[src/rtl/wdt_pkg.sv]
package wdt_pkg;
  localparam int ADDR_W = 12;

  localparam logic [ADDR_W-1:0] A_CTRL    = 12'h000;
  localparam logic [ADDR_W-1:0] A_OFFSET  = 12'h008;
  localparam logic [ADDR_W-1:0] A_DL_LO   = 12'h010;
  localparam logic [ADDR_W-1:0] A_DL_HI   = 12'h014;
  localparam logic [ADDR_W-1:0] A_KICK    = 12'h000;
  localparam logic [ADDR_W-1:0] A_IDENT   = 12'hFCC;

  typedef struct packed {
    logic kick;
    logic wr_ctrl;
    logic ctrl_en;
    logic wr_off;
    logic wr_dl_lo;
    logic wr_dl_hi;
  } wdt_evt_t;
endpackage

[src/rtl/wdt_regif.sv]
module wdt_regif
  import wdt_pkg::*;
#(
  parameter int DATA_W = 32,
  parameter int OFF_W  = 32,
  parameter int CNT_W  = 64,
  parameter logic [DATA_W-1:0] IDENT = '0
) (
  input  logic              clk,
  input  logic              rst,
  input  logic              kick_wr,
  input  logic [ADDR_W-1:0] kick_addr,
  input  logic              ctl_wr,
  input  logic [ADDR_W-1:0] ctl_addr,
  input  logic              st_en,
  input  logic              st_ws0,
  input  logic              st_ws1,
  input  logic [OFF_W-1:0]  st_off,
  input  logic [CNT_W-1:0]  st_dl,
  output wdt_evt_t          evt,
  output logic [DATA_W-1:0] kick_rdata,
  output logic [DATA_W-1:0] ctl_rdata
);
  localparam int STAT_W = 3;

  logic [STAT_W-1:0] status;
  logic [DATA_W-1:0] ctl_mux;
  logic [DATA_W-1:0] kick_mux;

  assign status = {st_ws1, st_ws0, st_en};

  always_comb begin
    evt          = '0;
    evt.kick     = kick_wr && (kick_addr == A_KICK);
    evt.wr_ctrl  = ctl_wr && (ctl_addr == A_CTRL);
    evt.wr_off   = ctl_wr && (ctl_addr == A_OFFSET);
    evt.wr_dl_lo = ctl_wr && (ctl_addr == A_DL_LO);
    evt.wr_dl_hi = ctl_wr && (ctl_addr == A_DL_HI);
  end

  always_comb begin
    case (ctl_addr)
      A_CTRL:   ctl_mux = DATA_W'(status);
      A_OFFSET: ctl_mux = DATA_W'(st_off);
      A_DL_LO:  ctl_mux = st_dl[DATA_W-1:0];
      A_DL_HI:  ctl_mux = st_dl[CNT_W-1:DATA_W];
      A_IDENT:  ctl_mux = IDENT;
      default:  ctl_mux = '0;
    endcase
    kick_mux = (kick_addr == A_IDENT) ? IDENT : '0;
  end

  always_ff @(posedge clk) begin
    if (rst) begin
      ctl_rdata  <= '0;
      kick_rdata <= '0;
    end else begin
      ctl_rdata  <= ctl_mux;
      kick_rdata <= kick_mux;
    end
  end
endmodule

[src/rtl/wdt_stage_timer.sv]
module wdt_stage_timer
  import wdt_pkg::*;
#(
  parameter int DATA_W = 32,
  parameter int OFF_W  = 32,
  parameter int CNT_W  = 64
) (
  input  logic              clk,
  input  logic              por_rst,
  input  logic              warm_rst,
  input  logic [CNT_W-1:0]  sys_count,
  input  wdt_evt_t          evt,
  input  logic              ctrl_en_bit,
  input  logic [DATA_W-1:0] wdata,
  output logic              en_q,
  output logic              ws0_q,
  output logic              ws1_q,
  output logic              rst_req_q,
  output logic [OFF_W-1:0]  off_q,
  output logic [CNT_W-1:0]  dl_q
);
  logic             refresh;
  logic             dl_write;
  logic             hit;
  logic             stage1_hit;
  logic [OFF_W-1:0] off_next;

  assign off_next   = evt.wr_off ? wdata[OFF_W-1:0] : off_q;
  assign refresh    = evt.kick | evt.wr_ctrl | (evt.wr_off & en_q);
  assign dl_write   = evt.wr_dl_lo | evt.wr_dl_hi;
  assign hit        = en_q && (sys_count >= dl_q);
  assign stage1_hit = hit && ws0_q && !refresh && !dl_write;

  always_ff @(posedge clk) begin
    if (por_rst || warm_rst) begin
      en_q      <= 1'b0;
      ws0_q     <= 1'b0;
      rst_req_q <= 1'b0;
      off_q     <= '0;
      dl_q      <= '0;
    end else begin
      off_q <= off_next;
      if (evt.wr_ctrl) en_q <= ctrl_en_bit;
      if (refresh) begin
        dl_q  <= sys_count + CNT_W'(off_next);
        ws0_q <= 1'b0;
      end else if (dl_write) begin
        if (evt.wr_dl_lo) dl_q[DATA_W-1:0]     <= wdata;
        if (evt.wr_dl_hi) dl_q[CNT_W-1:DATA_W] <= wdata;
        ws0_q <= 1'b0;
      end else if (hit) begin
        if (!ws0_q) begin
          ws0_q <= 1'b1;
          dl_q  <= sys_count + CNT_W'(off_q);
        end else begin
          rst_req_q <= 1'b1;
        end
      end
    end
  end

  always_ff @(posedge clk) begin
    if (por_rst)         ws1_q <= 1'b0;
    else if (stage1_hit) ws1_q <= 1'b1;
  end
endmodule

[src/rtl/wdt_two_stage.sv]
module wdt_two_stage
  import wdt_pkg::*;
#(
  parameter int DATA_W = 32,
  parameter int OFF_W  = 32,
  parameter int CNT_W  = 2 * DATA_W,
  parameter logic [DATA_W-1:0] IDENT = 32'h0002_1A5B
) (
  input  logic              clk,
  input  logic              por_rst,
  input  logic              warm_rst,
  input  logic [CNT_W-1:0]  sys_count,
  input  logic              kick_wr,
  input  logic [11:0]       kick_addr,
  output logic [DATA_W-1:0] kick_rdata,
  input  logic              ctl_wr,
  input  logic [11:0]       ctl_addr,
  input  logic [DATA_W-1:0] ctl_wdata,
  output logic [DATA_W-1:0] ctl_rdata,
  output logic              stage0_irq,
  output logic              stage1_rst_req
);
  wdt_evt_t         evt;
  logic             en_q;
  logic             ws0_q;
  logic             ws1_q;
  logic             rst_req_q;
  logic [OFF_W-1:0] off_q;
  logic [CNT_W-1:0] dl_q;

  wdt_regif #(
    .DATA_W(DATA_W), .OFF_W(OFF_W), .CNT_W(CNT_W), .IDENT(IDENT)
  ) u_regif (
    .clk        (clk),
    .rst        (por_rst | warm_rst),
    .kick_wr    (kick_wr),
    .kick_addr  (kick_addr),
    .ctl_wr     (ctl_wr),
    .ctl_addr   (ctl_addr),
    .st_en      (en_q),
    .st_ws0     (ws0_q),
    .st_ws1     (ws1_q),
    .st_off     (off_q),
    .st_dl      (dl_q),
    .evt        (evt),
    .kick_rdata (kick_rdata),
    .ctl_rdata  (ctl_rdata)
  );

  wdt_stage_timer #(
    .DATA_W(DATA_W), .OFF_W(OFF_W), .CNT_W(CNT_W)
  ) u_timer (
    .clk         (clk),
    .por_rst     (por_rst),
    .warm_rst    (warm_rst),
    .sys_count   (sys_count),
    .evt         (evt),
    .ctrl_en_bit (ctl_wdata[0]),
    .wdata       (ctl_wdata),
    .en_q        (en_q),
    .ws0_q       (ws0_q),
    .ws1_q       (ws1_q),
    .rst_req_q   (rst_req_q),
    .off_q       (off_q),
    .dl_q        (dl_q)
  );

  assign stage0_irq     = ws0_q;
  assign stage1_rst_req = rst_req_q;
endmodule

[config.mk]
export PLATFORM = sky130hd
export DESIGN_NAME = wdt_two_stage
export DESIGN_NICKNAME = d
export VERILOG_FILES = /design/src/rtl/wdt_pkg.sv /design/src/rtl/wdt_regif.sv /design/src/rtl/wdt_stage_timer.sv /design/src/rtl/wdt_two_stage.sv
export SDC_FILE = /design/constraint.sdc
export NUM_CORES = 1
export LEC_CHECK = 0
export BUFFER_PORTS_ARGS = -buffer_cell sky130_fd_sc_hd__buf_4
export CAP_MARGIN = 20
export CORE_MARGIN = 2
export CORE_UTILIZATION = 40
export DETAILED_ROUTE_END_ITERATION = 8
export PLACE_DENSITY_LB_ADDON = 0.08
export SYNTH_ARGS = -nofsm -noshare
export SYNTH_HDL_FRONTEND = slang
export SYNTH_SLANG_ARGS = --single-unit
[constraint.sdc]
create_clock -name clk -period 5.87 [get_ports clk]
set_clock_uncertainty 0.15 [all_clocks]
set_input_delay 1.174 -clock clk [delete_from_list [all_inputs] [get_ports clk]]
set_output_delay 1.174 -clock clk [all_outputs]
set_load 0.03 [all_outputs]
==> results.sh <==
export IMPL_outcome="complete, no violations"
export IMPL_cts_tree="built"
export IMPL_grt_max_degree=61
export IMPL_ys_top_cells_by_area="dfxtp_1, ha_1, nand2_1"
export IMPL_die_h_um=182
export IMPL_ff2ff_path_depth=13
export IMPL_worstSetupStartpoint="ctl_addr[9]"
export IMPL_finalSetupViolations=0
export IMPL_place_congestion=0.982
export IMPL_min_delay_start="u_timer.ws1_q"
export IMPL_whs_ns=0.303
export IMPL_viasPerCell=6.11
export IMPL_hp_class="flip-flop to flip-flop"
export IMPL_holdBufCountCts=0
export IMPL_cp_arrival_ns=5.60
export IMPL_slew_headroom_pct=36.5
export IMPL_gr_total_overflow=0
export IMPL_path_max_fanout=25
export IMPL_dp_cells=2256
export IMPL_post_cts_resized=0
export IMPL_netlist_instances=1717
export IMPL_max_freq_mhz=185
export IMPL_top_layer="met5"
export IMPL_syn_avg_cell_area_um2=7.42
export IMPL_io_buffers=167
export IMPL_worst_pin_slew_ns=0.944
export IMPL_drv_slew=0
export IMPL_post_dp_hpwl_um=44100
export IMPL_hold_viol=0
export IMPL_met1_length_um=24700
export IMPL_synth_edf_count=0
export IMPL_vdd_drop_max_v=0.000203
export IMPL_rsz0062_at_grt="no"
export IMPL_cp_start_kind="primary input"
export IMPL_synth_area_leader_cell="dfxtp_1"
export IMPL_antenna_found_initial=3
export IMPL_r2r_start="u_timer.off_q[0]"
export IMPL_drtAntennaViolNets=0
export IMPL_insertion_delay_ns=0.45
export IMPL_layout_setup_ws_ns=0.466
export IMPL_ys_flop_type="dfxtp_1"
export IMPL_drive_above_1_share_pct=15.6
export IMPL_num_rows=65
export IMPL_yosysWarnings=0
export IMPL_pre_cts_ws_ns=0.0805
export IMPL_dr_pass1_iters=6
export IMPL_fin_crit_sh_pct=92.1
export IMPL_grt_use_total_pct=33.3
export IMPL_whs_path_depth=2
export IMPL_vias=14000
export IMPL_drt_initial_drc_count=1384
export IMPL_stdcell_area_um2=15000
export IMPL_yosysTopAreaCellShare_pct=20.9
export IMPL_max_clock_path_buffers=2
export IMPL_clock_sinks=133
export IMPL_grt_pass1_wl_um=83000
export IMPL_die_x_um=182
export IMPL_wl_per_cell_um=24.7
export IMPL_core_area_um2=31500
export IMPL_power_leakage_nw=6.12
export IMPL_synth_seq_cells=133
export IMPL_stdcell_count=2288
export IMPL_design_die_area_um2=33300
export IMPL_fin_util_pct=47.8
export IMPL_synth_distinct_cells=85
export IMPL_start_util_pct=40.5
export IMPL_finalPower_mw=2.31
export IMPL_route_met2_wl_um=24500
export IMPL_path_clk_slew_ns=0.06
export IMPL_maxCapViolations=0
export IMPL_p_per_area_nw_per_um2=153
export IMPL_fin_tns_setup_ns=0
export IMPL_remaining_drc_errors=0
export IMPL_ys_seq_area_share_pct=20.9
export IMPL_crit_required_ns=6.06
export IMPL_timing_final_crit_period_ns=5.40
export IMPL_areaGrowthSynthToFinish_pct=18.2
export IMPL_post_cts_buffers=0
export IMPL_ios=191
export IMPL_async_flop_share_pct=0
export IMPL_htree_levels=4
export IMPL_endpoint_kind="flip-flop"
export IMPL_syn_cell_area_um2=12700
export IMPL_post_dp_cell_area_um2=14500
export IMPL_cts_made_buffers=17
export IMPL_totalWireLength_um=56500
export IMPL_crit_type="primary input to flip-flop"
export IMPL_cts_root_buf="clkbuf_16"
export IMPL_nets=2129
export IMPL_dr_wl_met3_um=5320
export IMPL_nFillCells=3297
export IMPL_grt_pass1_vias=13300
-- synthesized netlist by cell type, types with 5 or more instances --
library cell,instances
a2111oi_0,5
a211oi_1,15
a21o_1,25
a21oi_1,144
a221oi_1,11
a22oi_1,24
a31oi_1,17
a32o_1,5
and2_1,42
and3_1,17
and4_1,8
buf_2,23
buf_4,31
clkbuf_1,61
dfxtp_1,133
ha_1,129
inv_1,90
mux2_1,27
mux2i_1,25
nand2_1,196
nand2b_1,11
nand3_1,44
nand3b_1,6
nand4_1,33
nor2_1,126
nor2b_1,11
nor3_1,34
nor4_1,8
o2111ai_1,5
o211ai_1,51
o21a_1,9
o21ai_0,110
o21ai_1,37
o21bai_1,6
o221ai_1,5
o22ai_1,19
xnor2_1,53
xor2_1,42
-- layout by cell type, fill, tap and decap left out, types with 15 or more instances in the layout --
cell,Yosys,final
dfxtp_1,133,133
nor3_1,34,34
buf_4,31,233
conb_1,1,23
and2_1,42,42
nor2_1,126,125
nand4_1,33,33
a21oi_1,144,144
mux2i_1,25,25
a31oi_1,17,17
clkbuf_16,0,17
o21ai_1,37,36
o211ai_1,51,51
xor2_1,42,42
o21ai_0,110,110
mux2_1,27,27
a21o_1,25,25
inv_1,90,90
nand2_1,196,195
a211oi_1,15,15
and3_1,17,17
nand3_1,44,44
a22oi_1,24,24
o22ai_1,19,19
ha_1,129,129
xnor2_1,53,53
-- cell families (layout without fill, tap and decap cells) --
group | Yosys count | after routing | share of synthesized area, %
buffers and inverters | 210 | 356 | 7.39
muxes | 56 | 56 | 4.71
AOI/OAI and AO/OA | 533 | 533 | 26.5
and+or+nand+nor | 558 | 558 | 20.9
xor gates and xnor gates | 95 | 95 | 6.53
other | 1 | 24 | 0.0295
DFF | 133 | 133 | 20.9
adders and majority gates | 131 | 131 | 13.0
-- worst paths after layout --
| path | slack, ns | endpoint |
|---|---|---|
| worst max-delay path | 0.47 | u_timer.dl_q[50] |
| worst min-delay path | 0.30 | u_timer.ws1_q |
| worst max register to register | 1.64 | u_timer.dl_q[46] |
| worst min register to register | 0.30 | u_timer.ws1_q |
-- per-layer routing --
layer | vias up | track usage, %
met5 | - | 0
met4 | 2 | 12.2
met3 | 127 | 6.45
met2 | 755 | 51.8
met1 | 6614 | 45.8
li1 | 6492 | -
-- area by class of cell --
cell class	instances	area [um2]	area share, %
clock inverters	9	56.3	0.374
multi-input cells	1396	9230	61.4
diodes	1	2.50	0.0166
inverters	90	338	2.24
repair buffers	235	1790	11.9
flip-flops and latches	133	2660	17.7
clock buffers	22	464	3.08
well taps	402	503	3.34
-- sequential cells by signal (all words and copies together) (netlist names) --
signal and cells:
u_regif.ctl_rdata 32, u_timer.en_q 1, u_timer.ws0_q 1, u_regif.kick_rdata 1, u_timer.off_q 32, u_timer.ws1_q 1
u_timer.rst_req_q 1, u_timer.dl_q 64
-- where the power goes --
part,total [mW],switching (mW),internal (mW)
Combinational,0.395,0.247,0.148
Clock,1.01,0.455,0.556
Sequential,0.902,0.0000758,0.902
-- critical path, stage by stage --
cell,delay (ns)
buf_4,0.11
or4_4,0.54
nor4_4,0.16
and3_1,0.24
nand2_2,0.11
buf_12,0.19
mux2_1,0.35
ha_1,0.32
a211o_1,0.30
a21oi_1,0.24
nand3_1,0.18
nor4_2,0.50
nor2_1,0.14
a2111oi_0,0.45
a31oi_1,0.08
a21oi_1,0.16
a2111oi_0,0.08
a211oi_1,0.26
Note: power is estimated with default switching activity, not from simulation.
